File: src/rtl/sbm_pkg.sv
package sbm_pkg;
  typedef enum logic [2:0] {
    ST_IDLE, ST_GUARD, ST_TX, ST_TURN, ST_DIR, ST_RX, ST_DONE
  } sbm_state_e;

  typedef enum logic [1:0] {
    GD_IDLE, GD_POLL, GD_RST
  } sbm_guard_e;
endpackage

File: src/rtl/sbm_halfclk.sv
module sbm_halfclk #(
  parameter int HALF_CYC = 250
) (
  input  logic clk,
  input  logic rst,
  input  logic en,
  output logic tick
);
  localparam int CW = $clog2(HALF_CYC + 1);

  logic [CW-1:0] cnt;

  always_ff @(posedge clk) begin
    if (rst || !en) cnt <= '0;
    else if (cnt == CW'(HALF_CYC - 1)) cnt <= '0;
    else cnt <= cnt + 1'b1;
  end

  assign tick = en && (cnt == CW'(HALF_CYC - 1));
endmodule

File: src/rtl/sbm_ready_guard.sv
module sbm_ready_guard
  import sbm_pkg::*;
#(
  parameter int TIMEOUT = 2000,
  parameter int TRIES   = 3,
  parameter int RST_CYC = 16
) (
  input  logic clk,
  input  logic rst,
  input  logic start,
  input  logic link_ready,
  output logic granted,
  output logic failed,
  output logic link_reset
);
  localparam int TW = $clog2(TIMEOUT + 1);
  localparam int RW = $clog2(RST_CYC + 1);
  localparam int NW = $clog2(TRIES + 1);

  sbm_guard_e    gs;
  logic [TW-1:0] tcnt;
  logic [RW-1:0] rcnt;
  logic [NW-1:0] tries;
  logic          expired;
  logic          last_try;

  assign expired  = (tcnt == TW'(TIMEOUT - 1));
  assign last_try = (tries == NW'(TRIES - 1));

  always_ff @(posedge clk) begin
    if (rst) begin
      gs    <= GD_IDLE;
      tcnt  <= '0;
      rcnt  <= '0;
      tries <= '0;
    end else begin
      case (gs)
        GD_IDLE: if (start) begin
          gs    <= GD_POLL;
          tcnt  <= '0;
          tries <= '0;
        end
        GD_POLL: begin
          if (link_ready) gs <= GD_IDLE;
          else if (expired) begin
            if (last_try) gs <= GD_IDLE;
            else begin
              gs    <= GD_RST;
              rcnt  <= '0;
              tries <= tries + 1'b1;
            end
          end else tcnt <= tcnt + 1'b1;
        end
        GD_RST: begin
          if (rcnt == RW'(RST_CYC - 1)) begin
            gs   <= GD_POLL;
            tcnt <= '0;
          end else rcnt <= rcnt + 1'b1;
        end
        default: gs <= GD_IDLE;
      endcase
    end
  end

  assign granted    = (gs == GD_POLL) && link_ready;
  assign failed     = (gs == GD_POLL) && !link_ready && expired && last_try;
  assign link_reset = (gs == GD_RST);

  assert_tries_bound_R4: assert property (@(posedge clk) disable iff (rst)
    tries < NW'(TRIES));

  assert_pulse_then_poll_R4: assert property (@(posedge clk) disable iff (rst)
    $fell(link_reset) |-> (gs == GD_POLL) && (tcnt == '0));
endmodule

File: src/rtl/serbus_master.sv
module serbus_master
  import sbm_pkg::*;
#(
  parameter int ADDR_W        = 3,
  parameter int DATA_W        = 32,
  parameter int HALF_CYC      = 250,
  parameter int READY_TIMEOUT = 2000,
  parameter int MAX_TRIES     = 3,
  parameter int RESET_CYC     = 16
) (
  input  logic              clk,
  input  logic              rst,
  input  logic              req_valid,
  output logic              req_ready,
  input  logic              req_write,
  input  logic [ADDR_W-1:0] req_addr,
  input  logic [DATA_W-1:0] req_wdata,
  output logic              rsp_done,
  output logic              rsp_error,
  output logic [DATA_W-1:0] rsp_rdata,
  output logic              link_sel,
  output logic              link_sclk,
  output logic              link_mosi,
  input  logic              link_miso,
  input  logic              link_ready,
  output logic              link_reset
);
  localparam int FRAME_W = DATA_W + ADDR_W;
  localparam int BW      = $clog2(FRAME_W + 1);
  localparam int RXW     = $clog2(DATA_W + 1);

  sbm_state_e         state;
  logic [FRAME_W-1:0] tx_sr;
  logic [BW-1:0]      bits_left;
  logic [DATA_W-1:0]  rx_sr;
  logic [RXW-1:0]     rx_cnt;
  logic               ph;
  logic               wr_q;
  logic               sel_q, sclk_q, mosi_q, err_q;
  logic               accept, tick, granted, failed, shift_en;

  assign accept   = (state == ST_IDLE) && req_valid;
  assign shift_en = (state == ST_TX) || (state == ST_DIR) || (state == ST_RX);

  sbm_halfclk #(.HALF_CYC(HALF_CYC)) u_half (
    .clk(clk), .rst(rst), .en(shift_en), .tick(tick)
  );

  sbm_ready_guard #(
    .TIMEOUT(READY_TIMEOUT), .TRIES(MAX_TRIES), .RST_CYC(RESET_CYC)
  ) u_guard (
    .clk(clk), .rst(rst), .start(accept), .link_ready(link_ready),
    .granted(granted), .failed(failed), .link_reset(link_reset)
  );

  always_ff @(posedge clk) begin
    if (rst) begin
      state     <= ST_IDLE;
      tx_sr     <= '0;
      bits_left <= '0;
      rx_sr     <= '0;
      rx_cnt    <= '0;
      ph        <= 1'b0;
      wr_q      <= 1'b0;
      sel_q     <= 1'b0;
      sclk_q    <= 1'b0;
      mosi_q    <= 1'b0;
      err_q     <= 1'b0;
    end else begin
      case (state)
        ST_IDLE: begin
          sel_q  <= 1'b0;
          sclk_q <= 1'b0;
          mosi_q <= 1'b0;
          if (req_valid) begin
            wr_q      <= req_write;
            tx_sr     <= req_write ? {req_wdata, req_addr} : {req_addr, {DATA_W{1'b0}}};
            bits_left <= req_write ? BW'(FRAME_W) : BW'(ADDR_W);
            err_q     <= 1'b0;
            state     <= ST_GUARD;
          end
        end
        ST_GUARD: begin
          if (granted) begin
            sel_q  <= 1'b1;
            sclk_q <= 1'b0;
            mosi_q <= tx_sr[FRAME_W-1];
            ph     <= 1'b0;
            state  <= ST_TX;
          end else if (failed) begin
            err_q <= 1'b1;
            state <= ST_DONE;
          end
        end
        ST_TX: if (tick) begin
          if (!ph) begin
            ph     <= 1'b1;
            sclk_q <= 1'b1;
          end else if (bits_left > BW'(1)) begin
            ph        <= 1'b0;
            sclk_q    <= 1'b0;
            tx_sr     <= {tx_sr[FRAME_W-2:0], 1'b0};
            mosi_q    <= tx_sr[FRAME_W-2];
            bits_left <= bits_left - 1'b1;
          end else begin
            sel_q  <= 1'b0;
            mosi_q <= 1'b0;
            state  <= ST_TURN;
          end
        end
        ST_TURN: begin
          mosi_q <= wr_q;
          sclk_q <= 1'b0;
          ph     <= 1'b0;
          state  <= ST_DIR;
        end
        ST_DIR: if (tick) begin
          if (!ph) begin
            ph     <= 1'b1;
            sclk_q <= 1'b1;
          end else begin
            mosi_q <= 1'b0;
            if (wr_q) state <= ST_DONE;
            else begin
              ph     <= 1'b0;
              sclk_q <= 1'b0;
              rx_cnt <= '0;
              state  <= ST_RX;
            end
          end
        end
        ST_RX: if (tick) begin
          if (!ph) begin
            ph     <= 1'b1;
            sclk_q <= 1'b1;
          end else begin
            rx_sr <= {rx_sr[DATA_W-2:0], link_miso};
            if (rx_cnt == RXW'(DATA_W - 1)) state <= ST_DONE;
            else begin
              rx_cnt <= rx_cnt + 1'b1;
              ph     <= 1'b0;
              sclk_q <= 1'b0;
            end
          end
        end
        ST_DONE: begin
          sel_q  <= 1'b0;
          sclk_q <= 1'b0;
          mosi_q <= 1'b0;
          state  <= ST_IDLE;
        end
        default: state <= ST_IDLE;
      endcase
    end
  end

  assign req_ready = (state == ST_IDLE);
  assign rsp_done  = (state == ST_DONE);
  assign rsp_error = err_q;
  assign rsp_rdata = rx_sr;
  assign link_sel  = sel_q;
  assign link_sclk = sclk_q;
  assign link_mosi = mosi_q;

  assert_sel_after_ready_R3: assert property (@(posedge clk) disable iff (rst)
    $rose(link_sel) |-> $past(link_ready));

  assert_quiet_in_reset_R2: assert property (@(posedge clk) disable iff (rst)
    link_reset |-> !link_sel && !link_sclk && !link_mosi);

  assert_mosi_steady_at_rise_R8: assert property (@(posedge clk) disable iff (rst)
    $rose(link_sclk) |-> $stable(link_mosi));

  assert_turnaround_R9: assert property (@(posedge clk) disable iff (rst)
    $fell(link_sel) |-> !link_mosi && link_sclk);

  assert_done_to_idle_R10: assert property (@(posedge clk) disable iff (rst)
    rsp_done |=> req_ready && !rsp_done);
endmodule

File: config.mk
export PLATFORM = sky130hd
export DESIGN_NAME = serbus_master
export DESIGN_NICKNAME = d
export VERILOG_FILES = /design/src/rtl/sbm_pkg.sv /design/src/rtl/sbm_halfclk.sv /design/src/rtl/sbm_ready_guard.sv /design/src/rtl/serbus_master.sv
export SDC_FILE = /design/constraint.sdc
export NUM_CORES = 1
export LEC_CHECK = 0
export BUFFER_PORTS_ARGS = -buffer_cell sky130_fd_sc_hd__buf_4
export CORE_ASPECT_RATIO = 0.7
export CORE_MARGIN = 1.5
export CORE_UTILIZATION = 57
export CTS_CLUSTER_DIAMETER = 80
export CTS_CLUSTER_SIZE = 20
export DETAILED_ROUTE_END_ITERATION = 16
export MAX_ROUTING_LAYER = met4
export PLACE_DENSITY = 0.8
export REMOVE_ABC_BUFFERS = 1
export SYNTH_ARGS = -nofsm -noshare
export SYNTH_HDL_FRONTEND = slang
export SYNTH_SLANG_ARGS = --single-unit
File: constraint.sdc
create_clock -name clk -period 2.2 [get_ports clk]
set_input_delay 0.44 -clock clk [delete_from_list [all_inputs] [get_ports clk]]
set_output_delay 0.44 -clock clk [all_outputs]
set_load 0.02 [all_outputs]
Word-level counts from Yosys, hierarchy flattened
Index checks and enable logic that the tools add are counted.

Output and inout port bits: 39. Bits of input ports: 41. Register bits after elaboration: 116.

Add/sub/neg operators: 6. Order comparisons: 1. Equality and inequality tests: 40. Reduce and logical (&&, ||, !) cells: 40. Mux-type cells: 90.

Operator list (number): $mux 35 (5); $pmux 35 s2 (1); $mux 6 (11); $mux 11 (4); $ne 2x2->1 const B (18); $mux 3 (11); $pmux 11 s3 (1); $mux 1 (32); $reduce_and 5->1 (6); $pmux 6 s2 (2); $mux 2 (10); $mux 5 (4); $pmux 3 s6 (1); $pmux 1 s5 (3); $reduce_bool 5->1 (3); $add 11x1->11 const B (1); $eq 11x11->1 const B (1); $pmux 5 s2 (1); $reduce_and 10->1 (1); $reduce_bool 2->1 (5); $eq 3x3->1 const B (3); $ne 3x3->1 const B (3); $add 8x1->8 const B (1); $eq 8x8->1 const B (1); other kinds (31) (48).

Logic depth before layout (Yosys ltp)
Gate-level depths: netlist (run 1).

Depth in word-level cells: 7. Gate-level depth with buffers: 9. Depth with buffers taken out: 7.

By module
Synthesis (run 1) repeated with hierarchy kept, for this count alone.

Cells, all modules: 682. Area total of the unflattened synthesis: 5556.6 um^2.

Modules (own cells, without submodules): serbus_master (area an instance 4016.4 um^2, instances 1, cells an instance 497, sequential area each 1761.7 um^2); sbm_ready_guard (area an instance 1131.1 um^2, instances 1, cells an instance 136, sequential area each 400.4 um^2); sbm_halfclk (area an instance 409.1 um^2, instances 1, cells an instance 49, sequential area each 160.2 um^2).

Worst setup path before layout (run 1)
OpenSTA, ideal clock, no wires.

Path kind: register -> register. From: reg u_guard.rcnt[0]. To: reg u_guard.tcnt[0]. Arrival: 1.798 ns. Clock period less this slack: 1.926 ns. Library setup time: 0.128 ns. Data required time: 2.072 ns. Cell stages (with the launch flop): 9. Path buffers: 1. Path slack: 0.274 ns. Cells stage by stage: dfxtp_1 -> ha_1 -> and3_1 -> ha_1 -> a22oi_1 -> clkbuf_1 -> nand2_1 -> xnor2_1 -> nor2_1.

Cells in the longest elaborated chain, start to end: 3.

Ends and longest elaborated chain: start: declaration (line sbm_ready_guard.sv:22) `logic [RW-1:0] rcnt;`; start signal: assignment (line sbm_ready_guard.sv:58) `end else rcnt <= rcnt + 1'b1;`; $eq 5x4->1 (line sbm_ready_guard.sv:55) `if (rcnt == RW'(RST_CYC - 1)) begin`; $ne 2x1->1 (no source line); $reduce_and 5->1 (no source line); end signal: assignment (line sbm_ready_guard.sv:52) `end else tcnt <= tcnt + 1'b1;`; end: declaration (line sbm_ready_guard.sv:21) `logic [TW-1:0] tcnt;`.

No other way between the ends. A chain may end at the register's enable or synchronous reset.

Final worst setup path (run 1)
From: reg state[0]. To: out rsp_done.

Cells in the longest elaborated chain, start to end: 1.

Ends and longest elaborated chain: start: declaration (line serbus_master.sv:32) `sbm_state_e state;`; start signal: assignment (line serbus_master.sv:58) `state <= ST_IDLE;`; start signal: assignment (line serbus_master.sv:80) `state <= ST_GUARD;`; start signal: assignment (line serbus_master.sv:89) `state <= ST_TX;`; $eq 3x3->1 (line serbus_master.sv:158) `assign rsp_done = (state == ST_DONE);`; end: declaration (line serbus_master.sv:18) `output logic rsp_done,`.

No other way between the ends.

==> impl_metrics.toml, run 1 <==
[critical_path]
critPathMaxStageDelay_ns = 0.63
critical_path_class = "reg -> out"
reg2reg_depth = 8
worstPathMaxFanout = 11
cp_cell_sequence = "buf_4, nor2b_1, and2_1, buf_4"
crit_buf_inv = 2
end_kind = "primary output"
cp_common_cell = "buf_4"
cp_data_arrival_time_ns = 1.67
cpLargestDelayFamily = "flip-flops"
cp-start-kind = "flip-flop"
path_depth = 4
cp.required_ns = 1.76
crit_slowest_cell = "dfxtp_1"

[timing]
finalCriticalPeriod_ns = 2.11
worst_slew_pin_slew_ns = 0.489
rsz0062_at_grt = "false"
fin_crit_sh = 0.960
setup_viol = 0
slew_violations = 0
fin_setup_tns_ns = 0
skew_ns = 0.00690
finalWorstSetupSlack_ns = 0.0886
slew_headroom = 0.671
whs_ns = 0.289
fmax_mhz = 474
hold_viol = 0

[global_route]
grt_pass1_wl_mm = 21.4
antenna_found_initial = 0
grt_pass1_vias = 4534
grt_overflow = 0
grt_max_degree = 75
grt.total_usage = 0.266

[clock_network]
insertion_delay_ns = 0.41
clk_pin_slew_ns = 0.06
cts_root_buf = "clkbuf_16"
cts_buffer_depth = 2
cts_max_level = 4
cts_sinks = 116
holdBufCountCts = 0
cts_buffers = 17
cts_tree = "built"

[yosys]
synth_cell_types = 62
ys.flop_type = "dfxtp_1"
synthesis.instances = 655
synth_edf_count = 0
synthTopCellsByArea = "dfxtp_1 (43%), nand2_1 (8.6%), a311oi_2 (5.8%)"
netlist_area_mm2 = 0.00545
yosys.area.top_type = "dfxtp_1"
yosysSeqAreaShare = 0.426
ys_ff_latch = 116
synth_top_area_frac = 0.426
synth_warnings = 0
synth-async-reset-ratio = 0
syn_area_per_cell_um2 = 8.33

[place]
place_hpwl_mm = 8.21
gp_congestion = 0.846
placed_area_mm2 = 0.00616
portBuffers = 79
place_ws_ns = 0.0880

[final_layout]
seq_area_mm2 = 0.00232
nFillCells = 668
drive_above_1_share = 0.220
multi_input_area_mm2 = 0.00288
nets = 777
final_common_cell = "nand2_1"
insertedDiodeCount = 0
area_delta_synth_final_pct = 24.8
layout_common_cells = "nand2_1 (125), dfxtp_1 (116), buf_4 (96)"
design_area_mm2 = 0.00681

[worst_hold_path]
hold_depth = 3
hp-class = "in -> reg"

[floorplan]
die_area_mm2 = 0.0102
fp.dieH_um = 84.8
rows = 29
fp.coreArea_mm2 = 0.00918
start_util = 0.594
io_pins = 80
fp.dieW_um = 120

[route]
wire_per_inst_um = 15.1
vias = 5027
first_pass_iters = 5
wl_mm = 13.0
drt_iter0_markers = 429
drc = 0
drt-vias-per-instance = 5.82
ant_nets = 0

[run]
cap_violations = 0

[pwr]
ir_worst_vdd_v = 0.000836
power_density_mw_per_mm2 = 1210
p_leak_uw = 0.00251

[run_status]
status = "finished, final reports clean"
what timing repair did:
item / CTS / global route
endpoints found under the setup margin: 0 / 38
resized for setup: 0 / 4
buffers inserted: 0 / 2
hold endpoints to repair: 0 / 0
metal layers:
metal / vias to the layer above / wire, um / GRT usage
met5: - / 0 / -
met4: 0 / 150 / 0.0877
met3: 15 / 637 / 0.0544
met2: 166 / 6320 / 0.417
met1: 2397 / 5910 / 0.346
li1: 2449 / - / -
area by class of cell:
cell class	count	area share
Clock inverter	15	0.0270
Multi-Input combinational cell	482	0.423
Timing Repair Buffer	100	0.118
Tap cell	124	0.0228
Sequential cell	116	0.341
Clock buffer	17	0.0625
Inverter	10	0.00551
through the flow:
step	instances	power, uW	util
2_1_floorplan	608	4000	-
3_3_place_gp	829	5110	0.671
3_5_place_dp	829	5230	0.671
4_1_cts	861	8070	0.737
5_1_grt	864	8640	0.741
6_report	864	8200	0.741
cell families after synthesis:
group / share of synthesized area
flops: 0.426
xor+xnor: 0.0369
mux: 0.0167
simple gates: 0.262
fa+ha+maj: 0.0206
compound gates: 0.189
buf+inv: 0.0479
final timing paths:
check | start | to | slack, ns
setup reg to reg | u_half.cnt[0]$_SDFF_PP0_ | tx_sr[32]$_SDFFE_PP0P_ | 0.15
setup / recovery | state[0]$_SDFFE_PP0P_ | rsp_done | 0.09
hold / removal | link_miso | rsp_rdata[0]$_SDFFE_PP0P_ | 0.29
hold reg to reg | tx_sr[32]$_SDFFE_PP0P_ | tx_sr[32]$_SDFFE_PP0P_ | 0.46
worst min-delay path, cell delays in order:
cell and delay (ns):
buf_4 0.11, nand2_1 0.04, a21oi_1 0.06
cell usage after synthesis, drive strengths merged (2+ instances only):
| cell | n |
|---|---|
| nand2 | 125 |
| nand3b | 4 |
| o21ai | 7 |
| nor3b | 2 |
| a311oi | 33 |
| o22a | 2 |
| ha | 9 |
| inv | 10 |
| nand3 | 45 |
| o22ai | 4 |
| dfxtp | 116 |
| xor2 | 4 |
| o211ai | 4 |
| or3 | 4 |
| xnor2 | 19 |
| nand2b | 8 |
| nor2b | 3 |
| a21boi | 2 |
| nand4bb | 2 |
| a31o | 2 |
| a22oi | 3 |
| nand4 | 6 |
| buf | 18 |
| nor2 | 74 |
| and3 | 3 |
| nor3 | 19 |
| nor4 | 3 |
| clkbuf | 29 |
| mux2i | 8 |
| and3b | 2 |
| a21oi | 55 |
| a211oi | 6 |
| and4 | 2 |
| a2bb2oi | 3 |
| a31oi | 2 |
sequential cells by signal (all words and copies together) (netlist names):
| signal | flops |
|---|---|
| bits_left | 6 |
| link_mosi | 1 |
| link_sclk | 1 |
| link_sel | 1 |
| ph | 1 |
| rsp_error | 1 |
| rsp_rdata | 32 |
| rx_cnt | 6 |
| state | 3 |
| tx_sr | 35 |
| u_guard.gs | 2 |
| u_guard.rcnt | 5 |
| u_guard.tcnt | 11 |
| u_guard.tries | 2 |
| u_half.cnt | 8 |
| wr_q | 1 |
power breakdown:
group	internal (uW)	switching [uW]
clock	1790	1020
sequential	2520	318
combinational	1050	1510
total	5360	2840
No activity file was read; power rests on OpenSTA's default activity.
==> inputs of run 2 (changes only) <==
Settings changed: CELL_PAD_IN_SITES_DETAIL_PLACEMENT set to 1, CELL_PAD_IN_SITES_GLOBAL_PLACEMENT set to 2, CORE_UTILIZATION 57 to 34, PLACE_DENSITY 0.8 to unset, PLACE_DENSITY_LB_ADDON set to 0.1, SETUP_SLACK_MARGIN set to 0.1.
==> run 2 against run 1 <==
Count of clock-buffer cells in the layout grew 1. Critical path depth is the same. Largest cell class unchanged. Sequential power is essentially flat. Clock skew is essentially flat. Non-clock buffer count grew 12. Utilization shrank 29 points. Critical endpoint is now req_ready. Sequential share of layout area shrank 1.2 points. Critical path type unchanged. Combinational power grew 12%. Fmax grew 6.5%. Clock power grew 5%.
==> impl_metrics.toml, run 2 (same netlist as run 1, synthesis figures left out) <==
[final_layout]
insertedDiodeCount = 0
fin_util = 0.453
seq_area_mm2 = 0.00232
final_common_cell = "nand2_1"
largest_register_ffs = 35
nFillCells = 1840
drive_above_1_share = 0.238
layout_common_cells = "nand2_1 (125), dfxtp_1 (114), buf_4 (105)"
multi_input_area_mm2 = 0.00289
area_delta_synth_final_pct = 29.6
nets = 789
largest_register = "tx_sr"

[timing]
worst_slew_pin_slew_ns = 0.499
slew_violations = 0
fin_crit_sh = 0.901
skew_ns = 0.00678
rsz0062_at_grt = "false"
slew_headroom = 0.665
hold_viol = 0
setup_viol = 0
finalCriticalPeriod_ns = 1.98
fmax_mhz = 505
finalWorstSetupSlack_ns = 0.218
fin_setup_tns_ns = 0

[critical_path]
cp.required_ns = 1.76
cp_common_cell = "buf_4"
cp_data_arrival_time_ns = 1.54
path_depth = 4
critPathMaxStageDelay_ns = 0.42
critical_path_class = "reg -> out"
worstPathMaxFanout = 10
cp-start-kind = "flip-flop"
crit_buf_inv = 3
reg2reg_depth = 7
cp_cell_sequence = "buf_4, nor3_2, buf_4, buf_4"
cpLargestDelayFamily = "buffers and inverters"
crit_slowest_cell = "dfxtp_1"
end_kind = "primary output"

[clock_network]
clk_pin_slew_ns = 0.06
cts_root_buf = "clkbuf_16"
cts_buffer_depth = 2
insertion_delay_ns = 0.42
cts_sinks = 116
cts_max_level = 4
cts_buffers = 17
cts_tree = "built"

[pwr]
ir_worst_vdd_v = 0.000576
p_leak_uw = 0.00259
power_density_mw_per_mm2 = 1220

[route]
drc = 0
wl_mm = 15.3
wire_per_inst_um = 16.1
vias = 5003
first_pass_iters = 4
drt-vias-per-instance = 5.26
ant_nets = 0
drt_iter0_markers = 181

[global_route]
grt.total_usage = 0.193
grt_overflow = 0
grt_pass1_wl_mm = 24.8
grt_pass1_vias = 4980
antenna_found_initial = 0
grt_max_degree = 55

[run]
cap_violations = 0

[place]
gp_congestion = 0.739
place_hpwl_mm = 9.96
portBuffers = 79
place_ws_ns = 0.0455

[floorplan]
fp.dieH_um = 109
io_pins = 80
start_util = 0.350
fp.dieW_um = 154
die_area_mm2 = 0.0168
rows = 38
fp.coreArea_mm2 = 0.0156

[run_status]
status = "finished, final reports clean"

[worst_hold_path]
hp-class = "in -> reg"
hold_depth = 3
run 2: cell types whose count changed in the layout (fill, tap and decap cells not counted), moves of 2 or more:
| cell | change |
|---|---|
| clkinvlp_4 | +3 |
| buf_12 | +2 |
| dfxtp_2 | +2 |
| dfxtp_1 | -2 |
| buf_4 | +9 |
| clkinv_4 | -6 |
| clkinv_2 | +2 |
run 2: cell type report:
cell class                      count  share of cell area
Tap cell                          200              0.0354
Sequential cell                   116               0.329
Timing Repair Buffer              112               0.134
Clock inverter                     14              0.0262
Inverter                           10             0.00531
Clock buffer                       18              0.0621
Multi-Input combinational cell    482               0.408
run 2: layer usage:
layer	share of wire	wire length [um]	GRT usage
met4	0.016	244	0.0865
met5	0	0	-
met1	0.51	7800	0.250
met2	0.45	6880	0.297
met3	0.027	412	0.0354
run 2: tightest hold or removal path: cells and delay by family:
family          cells  cell delay (ns)
buf+inv             1             0.11
compound gates      1             0.05
simple gates        1             0.05
run 2: final timing paths:
check,end,slack [ns],from
max reg2reg,u_guard.rcnt[1]$_SDFFE_PP0P_,0.22,u_guard.tries[0]$_SDFFE_PP0P_
min,rsp_rdata[0]$_SDFFE_PP0P_,0.27,link_miso
min reg2reg,rsp_rdata[31]$_SDFFE_PP0P_,0.46,rsp_rdata[31]$_SDFFE_PP0P_
max,req_ready,0.22,state[2]$_SDFFE_PP0P_
run 2: power by group:
part / internal (uW) / switching, uW
clock network: 1910 / 1030
logic: 1240 / 1630
registers: 2520 / 316
run 2: through the flow:
stage	hold slack [ns]	power [uW]	instances	area (um2)
after floorplan	0.426	4000	608	5230
after CTS	0.257	8500	945	6970
after detailed placement	0.460	5360	911	6310
after global placement	0.446	5230	911	6310
final	0.273	8640	952	7070
after global routing	0.268	9130	952	7070
run 2: timing repair:
action                     4_1_cts  5_1_grt
setup endpoints to repair       35       72
pin swaps                        1        3
resized for setup                3        3
cloned                           1        2
buffers inserted                 1        5
hold buffers                     0        0
